### config.mk
export PLATFORM = sky130hd
export DESIGN_NAME = victim_sel
export DESIGN_NICKNAME = d
export VERILOG_FILES = /design/src/rtl/victim_sel.sv
export SDC_FILE = /design/constraint.sdc
export NUM_CORES = 1
export LEC_CHECK = 0
export BUFFER_PORTS_ARGS = -buffer_cell sky130_fd_sc_hd__buf_4
export CORE_MARGIN = 5
export CORE_UTILIZATION = 58
export DETAILED_ROUTE_END_ITERATION = 7
export PLACE_DENSITY = 0.92
export RECOVER_POWER = 25
export SKIP_LAST_GASP = 1
export SLEW_MARGIN = 40
export SYNTH_ARGS = -nofsm -noshare
export SYNTH_HDL_FRONTEND = slang
export SYNTH_SLANG_ARGS = --single-unit
### constraint.sdc
create_clock -name clk -period 3.7 [get_ports clk]
set_input_delay 0.74 -clock clk [delete_from_list [all_inputs] [get_ports clk]]
set_output_delay 0.74 -clock clk [all_outputs]
set_load 0.02 [all_outputs]
### src/rtl/victim_sel.sv
module victim_sel #(
  parameter int WAYS = 8
) (
  input  logic                    clk,
  input  logic                    rst_n,
  input  logic                    alloc_req,
  input  logic                    alloc_is_instr,
  input  logic [WAYS-1:0]         set_valid,
  input  logic [WAYS-1:0]         data_lock,
  input  logic [WAYS-1:0]         instr_lock,
  output logic                    victim_vld,
  output logic [$clog2(WAYS)-1:0] victim_way,
  output logic                    no_victim
);
  localparam int WW = $clog2(WAYS);

  logic [3:0]      lfsr;
  logic [WAYS-1:0] mask, free;
  logic [WW-1:0]   ptr, fill_way, rot_way, idx;
  logic            fill_hit, rot_hit;

  assign mask = alloc_is_instr ? instr_lock : data_lock;
  assign free = ~set_valid & ~mask;
  assign ptr  = lfsr[WW-1:0];

  always_comb begin
    fill_hit = 1'b0;
    fill_way = '0;
    rot_hit  = 1'b0;
    rot_way  = '0;
    idx      = '0;
    for (int i = WAYS - 1; i >= 0; i--) begin
      if (free[i]) begin
        fill_hit = 1'b1;
        fill_way = WW'(i);
      end
      idx = ptr + WW'(i);
      if (!mask[idx]) begin
        rot_hit = 1'b1;
        rot_way = idx;
      end
    end
  end

  always_ff @(posedge clk or negedge rst_n) begin
    if (!rst_n) begin
      lfsr       <= 4'b0001;
      victim_vld <= 1'b0;
      victim_way <= '0;
      no_victim  <= 1'b0;
    end else begin
      victim_vld <= alloc_req && rot_hit;
      no_victim  <= alloc_req && !rot_hit;
      if (alloc_req && rot_hit) begin
        victim_way <= fill_hit ? fill_way : rot_way;
        lfsr       <= {lfsr[2:0], lfsr[3] ^ lfsr[2]};
      end
    end
  end
endmodule


* After elaboration in Yosys (flattened, before gate mapping)
Index checks and enable logic that the tools add are counted.
Storage, ports and cells: register bits 9, latch bits 0, memory bits (writable) 0, bits in read-only memories 0, word-level logic and storage cells 76, memories 0
Cells by class: add/sub/neg operators 7, $mul 0, div/mod/pow operators 0, $lt $le $gt $ge 8, equal/unequal tests 0, shift operators 0, mux-type cells 50, bitwise operators 4, reduce and logical (&&, ||, !) cells 3
Operators with widths (count):
- 2-to-1 mux 3 bit | 17
- < comparator 3 x 4 -> 1 bit (second input constant) | 8
- binary-select mux 1 bit (select 3 bit) | 8
- 2-to-1 mux 1 bit | 24
- inverter 8 bit | 2
- adder 3 bit (second input constant) | 4
- bitwise AND 8 bit | 1
- 2-to-1 mux 8 bit | 1
- adder 3 x 2 -> 3 bit (second input constant) | 2
- adder 3 x 1 -> 3 bit (second input constant) | 1
- logical AND 1 bit | 2
- logical NOT 1 bit | 1
- bitwise XOR 1 bit | 1

* Depth between registers and ports, before layout
Gate-level depths: netlist of run 1.
depth after elaboration 13, depth in mapped cells 14, gate-level depth less buffers 9

* Worst setup path after synthesis of run 1
Ideal clock, no wire load.
kind reg-to-reg, start register lfsr[0], end register victim_way[1], library setup time 126 ps, data arrival time 2964 ps, path slack 610 ps, stages on the path, launching flop included 15, buffers on the path 5, cells stage by stage dfstp_2 -> buf_6 -> buf_6 -> inv_1 -> ha_1 -> buf_2 -> buf_2 -> nand2_1 -> o22ai_1 -> o31ai_4 -> nand4_4 -> o41ai_4 -> buf_6 -> mux2i_1 -> o21ai_1
Between the ends: word-level cells in the longest chain between the ends 12, elaborated cells on any way between the ends 41, those cells by class 7 x add/sub; 33 x mux; 1 x reduce/logical
Ends and longest elaborated chain:
- start, declared | RTL line 17 | logic [3:0] lfsr;
- start signal, assigned | RTL line 56 | lfsr <= {lfsr[2:0], lfsr[3] ^ lfsr[2]};
- adder 3 bit | RTL line 37 | idx = ptr + WW'(i);
- binary-select mux 1 bit (select 3 bit) | RTL line 38 | if (!mask[idx]) begin
- 2-to-1 mux 1 bit (implied by the code) | RTL line 38
- 2-to-1 mux 3 bit or 2-to-1 mux 1 bit (tied branches) (8 in series) | RTL line 38
- 2-to-1 mux 3 bit or logical AND 1 bit (tied branches) | RTL line 55, 54
- end signal, assigned | RTL line 55 | victim_way <= fill_hit ? fill_way : rot_way;
- end, declared | RTL line 12 | output logic [$clog2(WAYS)-1:0] victim_way,
Parallel ways exist; a longest one is shown, timed or not. The select of a mux whose other input is x is not followed. A chain may end at the register's enable or synchronous reset.

* Final worst setup path of run 1
start register lfsr[0], end register lfsr[3]
Between the ends: word-level cells in the longest chain between the ends 12, elaborated cells on any way between the ends 32, those cells by class 7 x add/sub; 24 x mux; 1 x reduce/logical
Ends and longest elaborated chain:
- adder 3 bit | RTL line 37
- binary-select mux 1 bit (select 3 bit) | RTL line 38
- 2-to-1 mux 1 bit (implied by the code) | RTL line 38
- 2-to-1 mux 1 bit (7 in series) | RTL line 38
- 2-to-1 mux 1 bit (*) | RTL line 38
- logical AND 1 bit (*) | RTL line 54 | if (alloc_req && rot_hit) begin
Mark *: on every way between the ends. The rest lies on a longest branch, timed or not. The select of a mux whose other input is x is not followed.

==> metrics, run 1 <==
Final Hold Fails=0; cells after synthesis=just under 200; slowest CP cell=dfstp_2; post-synth cell types=59; global route hottest layer=met2; share of cells above drive strength 1=0.362; Initial Util=0.598; I/O Pins=33; Period minus WS final=about 3200 ps; CP dominant cell by count=buf_4; WP data required=about 3800 ps; Nets=260; slew of the pin with the lowest slew margin=approximately 790 ps; Slew headroom=0.470; post-CTS setup buffer count=0; Max FO, Critical Path=12; CTS root buffer=clkbuf_4; commonest non-fill, non-tap cells in the layout=buf_4 (38), mux4_2 (17), mux2_2 (12), nand2_1 (12), nor2_1 (11); RSZ-0062 raised after global routing=no; HP Class=input pin to asynchronous set/reset pin; most common cell after layout, fill and taps aside=buf_4; die width=slightly below 70 um; Post-CTS Resized=0; die span in y=roughly 68 um; Setup violations, final=0; Most used DFF post-synth=dfrtp_1; Setup Skew=slightly above 8 ps; global-route usage over all layers=0.246; Post-Syn Area per Cell=between 9 and 10 um2; Area contributors post-synth=mux4_2 (19%), dfrtp_1 (10%), mux2_2 (6.8%), mux4_1 (5.3%), mux2i_1 (4.6%); register area share after synthesis=0.114; Multi-input gate area=~0.0016 mm2; initial antenna violation count=0; FF/Latch Area=approximately 230 um2; leakage power=around 0.9 nW; top cell type's share of synthesized area=0.194; CTS sink cnt=9; Setup crit start kind=flip-flop; mapped cell area=0.00198 mm2; WL/cell=roughly 19 um; Inserted Clock Buffers=3; Max-Cap Viols=0; CP max stage delay=~550 ps; total gr overflow=0; Syn Nets=roughly 230; clock latency on the worst-skew pair=around 260 ps; Std-Cell Rows=21; pwr dens=between 700 and 800 mW/mm2; Routed Wire Length=5220 um; Max VDD drop=0.294 mV; 1st-pass router iterations=4; worst path cell trace=inv_1 > ha_1 > buf_4 > nand2b_1 > o22ai_1 > o31ai_4 > nand4_4 > o41ai_4 > buf_4 > mux2_2; clock tree buffer depth=2; Post-synth EDFFs=0; CTS tree=yes; critical path type=flip-flop to flip-flop; number of hold buffers added after CTS=0; CTS HTree Levels=1; crit share post-route=0.861; fmax=around 310 MHz; Via density=between 6 and 7; Hold Slack=between 400 and 500 ps; Yosys warning count=0; cell taking the most area after synthesis=mux4_2; GR met2 Demand/Resource=0.428; DRC=0; Inserted Diodes=0; post-route core utilization=0.676; RD Place Congestion=roughly 0.98; placed wire-length estimate=between 4000 and 5000 um; Post-Place Cells=271; IO buf count=32; first-pass GRT wire length=8710 um; CP Data Arrival Time=approximately 3300 ps; max-slew violation total from the final report=0; vias in the first global route=~1800; post-route ant nets=0; Total Die Area=around 0.0047 mm2; grt met1 use=0.315; CTS clk-pin slew, worst paths=70 ps; Cell Count, Final, Fillers Out=275; Area Overhead vs Synth=13.2%; flip-flop and latch count after synthesis=9; Final TNS setup=0 ps; largest net degree at the start of global routing=37; status=completed; # fillers=271; Async SR Flop Fraction=1.00; Initial DRC Count=around 110; via count=~1900; core box area=about 0.0033 mm2; critical path endpoint category=flip-flop; M3 GR Usage=0.0246
==> area by class of cell <==
class | instances | share of cell area
timing repair buffer | 39 | 0.129
sequential | 9 | 0.101
tap | 46 | 0.0257
clock buffer | 4 | 0.0117
inverter | 11 | 0.0184
multi-input combinational | 166 | 0.714
==> report_power, final <==
group	switching [W]	leakage [nW]	total, W	internal [W]
sequential	0.0000421	0.110	0.000173	0.000131
clock	0.0000353	0.0150	0.0000769	0.0000416
combinational	0.000824	0.779	0.00148	0.000657
total	0.000901	0.904	0.00173	0.000829
==> worst paths after layout <==
kind / slack, ps / cells after the start / to / from
max: 510 / 10 / lfsr[3]$_DFFE_PN0P_ / lfsr[0]$_DFFE_PN1P_
max in group asynchronous: 2950 / 1 / lfsr[0]$_DFFE_PN1P_ / rst_n
min: 400 / 1 / victim_way[0]$_DFFE_PN0P_ / rst_n
min in group clk: 510 / 2 / victim_way[0]$_DFFE_PN0P_ / victim_way[0]$_DFFE_PN0P_
max reg2reg: 510 / 10 / lfsr[3]$_DFFE_PN0P_ / lfsr[0]$_DFFE_PN1P_
min reg2reg: 510 / 2 / victim_way[0]$_DFFE_PN0P_ / victim_way[0]$_DFFE_PN0P_
==> per-layer routing <==
layer | vias to the layer above | routed length [um]
met5 | - | 0
met4 | 0 | 151
met1 | 896 | 1990
met2 | 116 | 2620
met3 | 20 | 463
li1 | 858 | -
==> per-stage QoR <==
| stage | setup WS [ps] | cell area (um2) | total power [W] |
|---|---|---|---|
| detailed placement | 474 | 2220 | 0.00163 |
| global route | 298 | 2240 | 0.00187 |
| finish | 514 | 2240 | 0.00173 |
| floorplan | 610 | 1980 | 0.00136 |
| CTS | 524 | 2240 | 0.00171 |
| global placement | 539 | 2220 | 0.00160 |
==> cells in the mapped netlist, types with 3 or more instances <==
cell type	n
a2111oi_0	3
a211o_1	4
a211oi_1	8
a21oi_1	7
a31oi_1	4
buf_2	5
buf_6	5
dfrtp_1	8
inv_1	9
mux2_2	12
mux2i_1	9
mux4_1	4
mux4_2	17
nand2_1	12
nand2b_1	3
nand3_1	6
nor2_1	11
nor2b_1	8
nor3_1	6
o211ai_1	3
o21ai_0	5
o22ai_1	4
==> critical path: cells and delay by family (launching register included) <==
family,cells,cell delay [ps]
AO/OA/AOI/OAI,3,860
buffers and inverters,3,590
AND/OR/NAND/NOR,2,260
flip-flops,1,550
adder cells (fa/ha/maj),1,480
multiplexers,1,340
==> sequential cells by signal, indices dropped and copies added, names as in the netlist <==
| name | count |
|---|---|
| no_victim | 1 |
| lfsr | 4 |
| victim_vld | 1 |
| victim_way | 3 |
==> cell families after synthesis <==
| logic type | Yosys count | synth area share |
|---|---|---|
| xor gates and xnor gates | 6 | 0.0399 |
| and+or+nand+nor | 60 | 0.166 |
| AOI/OAI and AO/OA | 54 | 0.214 |
| muxes | 44 | 0.375 |
| adders and majority gates | 2 | 0.0126 |
| DFF | 9 | 0.114 |
| buffers and inverters | 24 | 0.0778 |
(Power assumes the default switching activity.)
==> run 2: changes to the inputs <==
Settings changed: ABC_AREA set to 1, CORE_UTILIZATION 58 to 53, GPL_TIMING_DRIVEN set to 0, PLACE_DENSITY 0.92 to 0.9.
==> metrics, run 2 <==
first-pass GRT wire length=about 5800 um; simple-gate share of the synthesized area=0.568; RSZ-0062 raised after global routing=no; I/O Pins=33; Final TNS setup=0 ps; Largest register FFs=4; Regs by FF count=lfsr: 4 flops, victim_way: 3 flops; Via density=roughly 5.4; proportion of synthesized area in mux cells=0; vias in the first global route=approximately 1400; WP data required=between 3000 and 4000 ps; Max FO, Critical Path=10; register area share after synthesis=0.176; CTS sink cnt=9; mapped cell area=around 0.0013 mm2; Total Die Area=approximately 0.0035 mm2; internal power=between 0.0005 and 0.0006 W; Post-CTS Resized=0; IO buf count=31; largest net degree at the start of global routing=11; main combinational cell family by area after synthesis=simple AND/OR/NAND/NOR gates; Setup crit start kind=flip-flop; FF/Latch Area=between 200 and 250 um2; RR Startpoint=lfsr[0]$_DFFE_PN1P_; core box area=between 0.002 and 0.0025 mm2; post-route ant nets=0; Multi-input gate area=about 890 um2; global-route usage over all layers=0.207; die width=around 60 um; initial antenna violation count=0; Max VDD drop=around 0.57 mV; via count=roughly 1500; CP Data Arrival Time=2810 ps; Period minus WS final=between 2000 and 3000 ps; CTS tree=yes; total gr overflow=0; Post-synth EDFFs=0; Sequential Power Share=0.105; Synth Area in XOR/XNOR=0.0205; critical path endpoint category=flip-flop; post-synth cell types=27; DRC=0; crit share post-route=0.717; commonest non-fill, non-tap cells in the layout=nand2_1 (62), nand3_1 (40), buf_4 (30); Setup Skew=about 6.5 ps; Std-Cell Rows=17; Synth top cells by count=nand2_1 (62), nand3_1 (40), nor2_1 (18); Worst R2R Setup Slack=between 1000 and 1500 ps; most common cell after layout, fill and taps aside=nand2_1; max-slew violation total from the final report=0; Area Overhead vs Synth=22.6%; RR Endpoint=victim_way[2]$_DFFE_PN0P_; Clock power frac=0.054; largest reg by FF count=lfsr; clock tree buffer depth=2; Adder-Cell Fraction of Synth Area=0.0195; Slew headroom=0.669; Initial DRC Count=between 50 and 60; critical path type=flip-flop to flip-flop; Inserted Clock Buffers=3; HP Class=input pin to asynchronous set/reset pin; cell taking the most area after synthesis=nand2_1; switching portion of total power=0.570; Max-Cap Viols=0; number of hold buffers added after CTS=0; clock latency on the worst-skew pair=250 ps; WL/cell=between 10 and 15 um; Initial Util=0.569; cells after synthesis=about 210; Routed Wire Length=3410 um; Yosys warning count=0; pwr dens=between 800 and 900 mW/mm2; Post-Syn Area per Cell=around 6.0 um2; leakage power=about 0.86 nW; final total power=0.00138 W; fmax=377 MHz; CTS clk-pin slew, worst paths=~60 ps; status=completed; share of cells above drive strength 1=0.274; CTS root buffer=clkbuf_4; slew of the pin with the lowest slew margin=approximately 500 ps; Area contributors post-synth=nand2_1 (18%), dfrtp_1 (16%), nand3_1 (16%), nand3_2 (7.8%), nor2_1 (5.3%); Nets=approximately 280; Most used DFF post-synth=dfrtp_1; Final Hold Fails=0; most frequent cell after synthesis=nand2_1; Inserted Diodes=0; die span in y=approximately 59 um; RD Place Congestion=about 0.93; Comb pwr share=0.841; R2R depth=18; Psw=~0.0008 W; post-CTS setup buffer count=0; CTS HTree Levels=1; top cell type's share of synthesized area=0.181; Synth Area in Compound Gates=0.0858; 1st-pass router iterations=4; # fillers=just under 200; flip-flop and latch count after synthesis=9; Syn Nets=243; placed wire-length estimate=just under 3000 um; Setup violations, final=0; Async SR Flop Fraction=1.00
## run 2: changes by cell type in the layout (fill, tap and decap cells not counted), moves of 7 or more
cell and delta:
a211oi_1 -8, buf_4 -8, inv_1 +7, mux2_2 -12, mux2i_1 -9, mux4_2 -17
nand2_1 +50, nand2_2 +8, nand3_1 +34, nand3_2 +10, nor2_1 +7, nor2b_1 -8
## run 2: worst max-delay path, cell delays in order, from the launching register on
cell and delay (ps):
dfstp_2 550, buf_6 150, inv_4 40, buf_8 140, ha_1 280, buf_2 170, inv_1 160, nand3_1 100
nand2_1 130, nor2_1 60, inv_2 60, o21ai_2 70, nor2_1 110, nand4_2 120, nand2_2 130, buf_6 140
nor2_2 30, nand2_1 60, nand2_1 40
## run 2: cell type report
class,count,area share
plain buffers,7,0.0485
well taps,28,0.0223
clock buffers,4,0.0167
multi-input cells,175,0.566
flip-flops and latches,9,0.144
repair buffers,31,0.145
inverters,22,0.0572
## run 2: cells by family after synthesis
family	Yosys count
DFF	9
xor gates and xnor gates	3
AOI/OAI and AO/OA	21
buffers and inverters	29
and+or+nand+nor	149
adders and majority gates	2
## run 2: worst max path at each step
stage / start / end / depth (start not counted) / slack [ps]
3_3_place_gp: lfsr[0]$_DFFE_PN1P_ / victim_way[2]$_DFFE_PN0P_ / 18 / 1130
6_report: lfsr[0]$_DFFE_PN1P_ / victim_way[2]$_DFFE_PN0P_ / 18 / 1050
3_5_place_dp: lfsr[0]$_DFFE_PN1P_ / victim_way[2]$_DFFE_PN0P_ / 18 / 1070
2_1_floorplan: lfsr[0]$_DFFE_PN1P_ / victim_way[2]$_DFFE_PN0P_ / 18 / 1370
4_1_cts: lfsr[0]$_DFFE_PN1P_ / victim_way[2]$_DFFE_PN0P_ / 18 / 1060
5_1_grt: lfsr[0]$_DFFE_PN1P_ / victim_way[2]$_DFFE_PN0P_ / 18 / 880
## run 2: power by group through the flow
stage	sequential (W)	combinational [W]	clock [W]
global placement	0.000145	0.00112	0
global route	0.000149	0.00131	0.0000828
floorplan	0.000156	0.000919	0
detailed placement	0.000147	0.00115	0
finish	0.000145	0.00116	0.0000744
CTS	0.000145	0.00115	0.0000770
## run 2: layer usage
| metal | track usage | vias to the layer above | part of all wire |
|---|---|---|---|
| met4 | 0.0809 | 0 | 0.022 |
| met3 | 0.0153 | 8 | 0.059 |
| met2 | 0.334 | 53 | 0.48 |
| li1 | - | 775 | - |
| met5 | 0 | - | 0 |
| met1 | 0.285 | 655 | 0.43 |
## run 2: through the flow
stage / utilization / hold slack [ps] / cell area, um2 / worst slack, ps / instances
after floorplan: - / 444 / 1280 / 1370 / 213
after global placement: 0.688 / 465 / 1550 / 1130 / 272
after detailed placement: 0.688 / 471 / 1550 / 1070 / 272
after CTS: 0.700 / 290 / 1580 / 1060 / 276
after global routing: 0.698 / 437 / 1570 / 885 / 276
final: 0.698 / 416 / 1570 / 1050 / 276
==> run 3: changes to the inputs <==
Settings changed: ABC_AREA 1 to 0, CORE_UTILIZATION 53 to 52, PLACE_DENSITY 0.9 to 0.88.
Clock period 3.7 ns to 2.4 ns, I/O delays scaled along.
==> metrics, run 3 (synthesis gave the netlist of run 1 again) <==
status=finished with violations; failing checks=setup timing; crit share post-route=1.23; share of cells above drive strength 1=0.482; Total Die Area=around 0.0051 mm2; Std-Cell Rows=22; Setup crit start kind=flip-flop; most common cell after layout, fill and taps aside=buf_4; Nets=roughly 280; Period minus WS final=2960 ps; Slew headroom=0.571; die width=between 70 and 80 um; CP Data Arrival Time=a little over 3000 ps; HP Class=input pin to asynchronous set/reset pin; Max-Cap Viols=0; DRC=0; worst path cell trace=buf_8 > buf_12 > inv_8 > ha_4 > buf_8 > mux4_2 > nand3_2 > nand4_1 > nand4_4 > o41ai_4 > buf_4 > mux2_4; CTS HTree Levels=1; RR Endpoint=lfsr[3]$_DFFE_PN0P_; worst path bufs/invs=5; Worst R2R Setup Slack=-560 ps; R2R depth=12; RSZ-0062 raised after global routing=yes; leakage power=around 1.1 nW; Final TNS setup=-4260 ps; CP dominant cell by count=buf_8; largest reg by FF count=lfsr; RR Startpoint=lfsr[0]$_DFFE_PN1P_; Initial DRC Count=160; Via density=between 6 and 7; first-pass GRT wire length=between 9000 and 10000 um; post-route design area=between 0.002 and 0.003 mm2; Regs by FF count=lfsr: 4 flops, victim_way: 3 flops; Max FO, Critical Path=7; critical path type=flip-flop to flip-flop; global-route usage over all layers=0.239; Hold Slack=roughly 170 ps; worst setup margin=-560 ps; CTS sink cnt=9; CTS clk-pin slew, worst paths=~50 ps; Setup Skew=between 5 and 6 ps; clock tree buffer depth=2; core box area=approximately 0.0037 mm2; # fillers=~300; slowest CP cell=dfstp_2; Inserted Clock Buffers=3; Inserted Diodes=0; pre-CTS setup slack=-825 ps; max-slew violation total from the final report=0; Routed Wire Length=around 6200 um; Largest register FFs=4; IO buf count=31; critical path endpoint category=flip-flop; crit-path leading delay family=buffers and inverters; Max VDD drop=0.881 mV; DP Area=0.00234 mm2; via count=between 2000 and 2500; CTS root buffer=clkbuf_8; FF/Latch Area=226 um2; CTS tree=yes; largest net degree at the start of global routing=11; Setup violations, final=9; I/O Pins=33; pwr dens=1340 mW/mm2; post-route ant nets=0; Area Overhead vs Synth=32.1%; CP max stage delay=approximately 570 ps; initial antenna violation count=0; die span in y=around 70 um; RD Place Congestion=between 0.9 and 1; Final Hold Fails=0; placed wire-length estimate=4450 um; commonest non-fill, non-tap cells in the layout=buf_4 (46), mux4_2 (17), mux2_2 (11); slew of the pin with the lowest slew margin=approximately 640 ps; total gr overflow=0; vias in the first global route=around 2000; 1st-pass router iterations=4; clock latency on the worst-skew pair=around 230 ps; WP data required=around 2500 ps; fmax=between 300 and 400 MHz; WL/cell=just over 20 um; Multi-input gate area=roughly 0.0017 mm2; Initial Util=0.540
run 3: worst register-to-register path, delay by kind of cell (launching register included):
kind | cells | cell delay (ps)
DFF | 1 | 570
AOI/OAI and AO/OA | 1 | 420
and+or+nand+nor | 3 | 400
adders and majority gates | 1 | 320
muxes | 2 | 530
buffers and inverters | 5 | 600
run 3: layer usage:
metal	routed length, um	track usage	up-vias
met5	0	0	-
met4	247	0.0772	0
met3	469	0.0351	23
met2	3090	0.420	113
met1	2380	0.298	961
li1	-	-	906
run 3: worst max path at each step:
stage	from	end	cells after the start
5_1_grt	lfsr[0]$_DFFE_PN1P_	lfsr[3]$_DFFE_PN0P_	12
2_1_floorplan	lfsr[0]$_DFFE_PN1P_	victim_way[1]$_DFFE_PN0P_	14
4_1_cts	lfsr[0]$_DFFE_PN1P_	victim_way[0]$_DFFE_PN0P_	13
3_5_place_dp	lfsr[0]$_DFFE_PN1P_	victim_way[1]$_DFFE_PN0P_	14
6_report	lfsr[0]$_DFFE_PN1P_	lfsr[3]$_DFFE_PN0P_	12
3_3_place_gp	lfsr[0]$_DFFE_PN1P_	victim_way[0]$_DFFE_PN0P_	14
run 3: report_power, final:
part,internal (W),switching [W],total [W]
combinational,0.00150,0.00156,0.00306
clock,0.000116,0.0000617,0.000178
sequential,0.000203,0.0000482,0.000251
total,0.00182,0.00167,0.00349
run 3: through the flow:
step,std cells,utilization,total power [W]
floorplan,199,-,0.00225
global placement,278,0.638,0.00267
detailed placement,278,0.638,0.00271
CTS,294,0.691,0.00320
global route,299,0.714,0.00372
finish,299,0.714,0.00349
run 3: area by class of cell:
cell class	instances	share of cell area
flip-flops and latches	9	0.0867
plain buffers	12	0.0498
repair buffers	49	0.144
multi-input cells	166	0.659
inverters	11	0.0201
well taps	48	0.0230
clock buffers	4	0.0172
run 3: timing repair:
item	in CTS	in global routing
setup endpoints to repair	9	9
hold endpoints to repair	0	0
pin swaps	11	7
hold buffers	0	0
resized for setup	14	9
buffers inserted	13	5
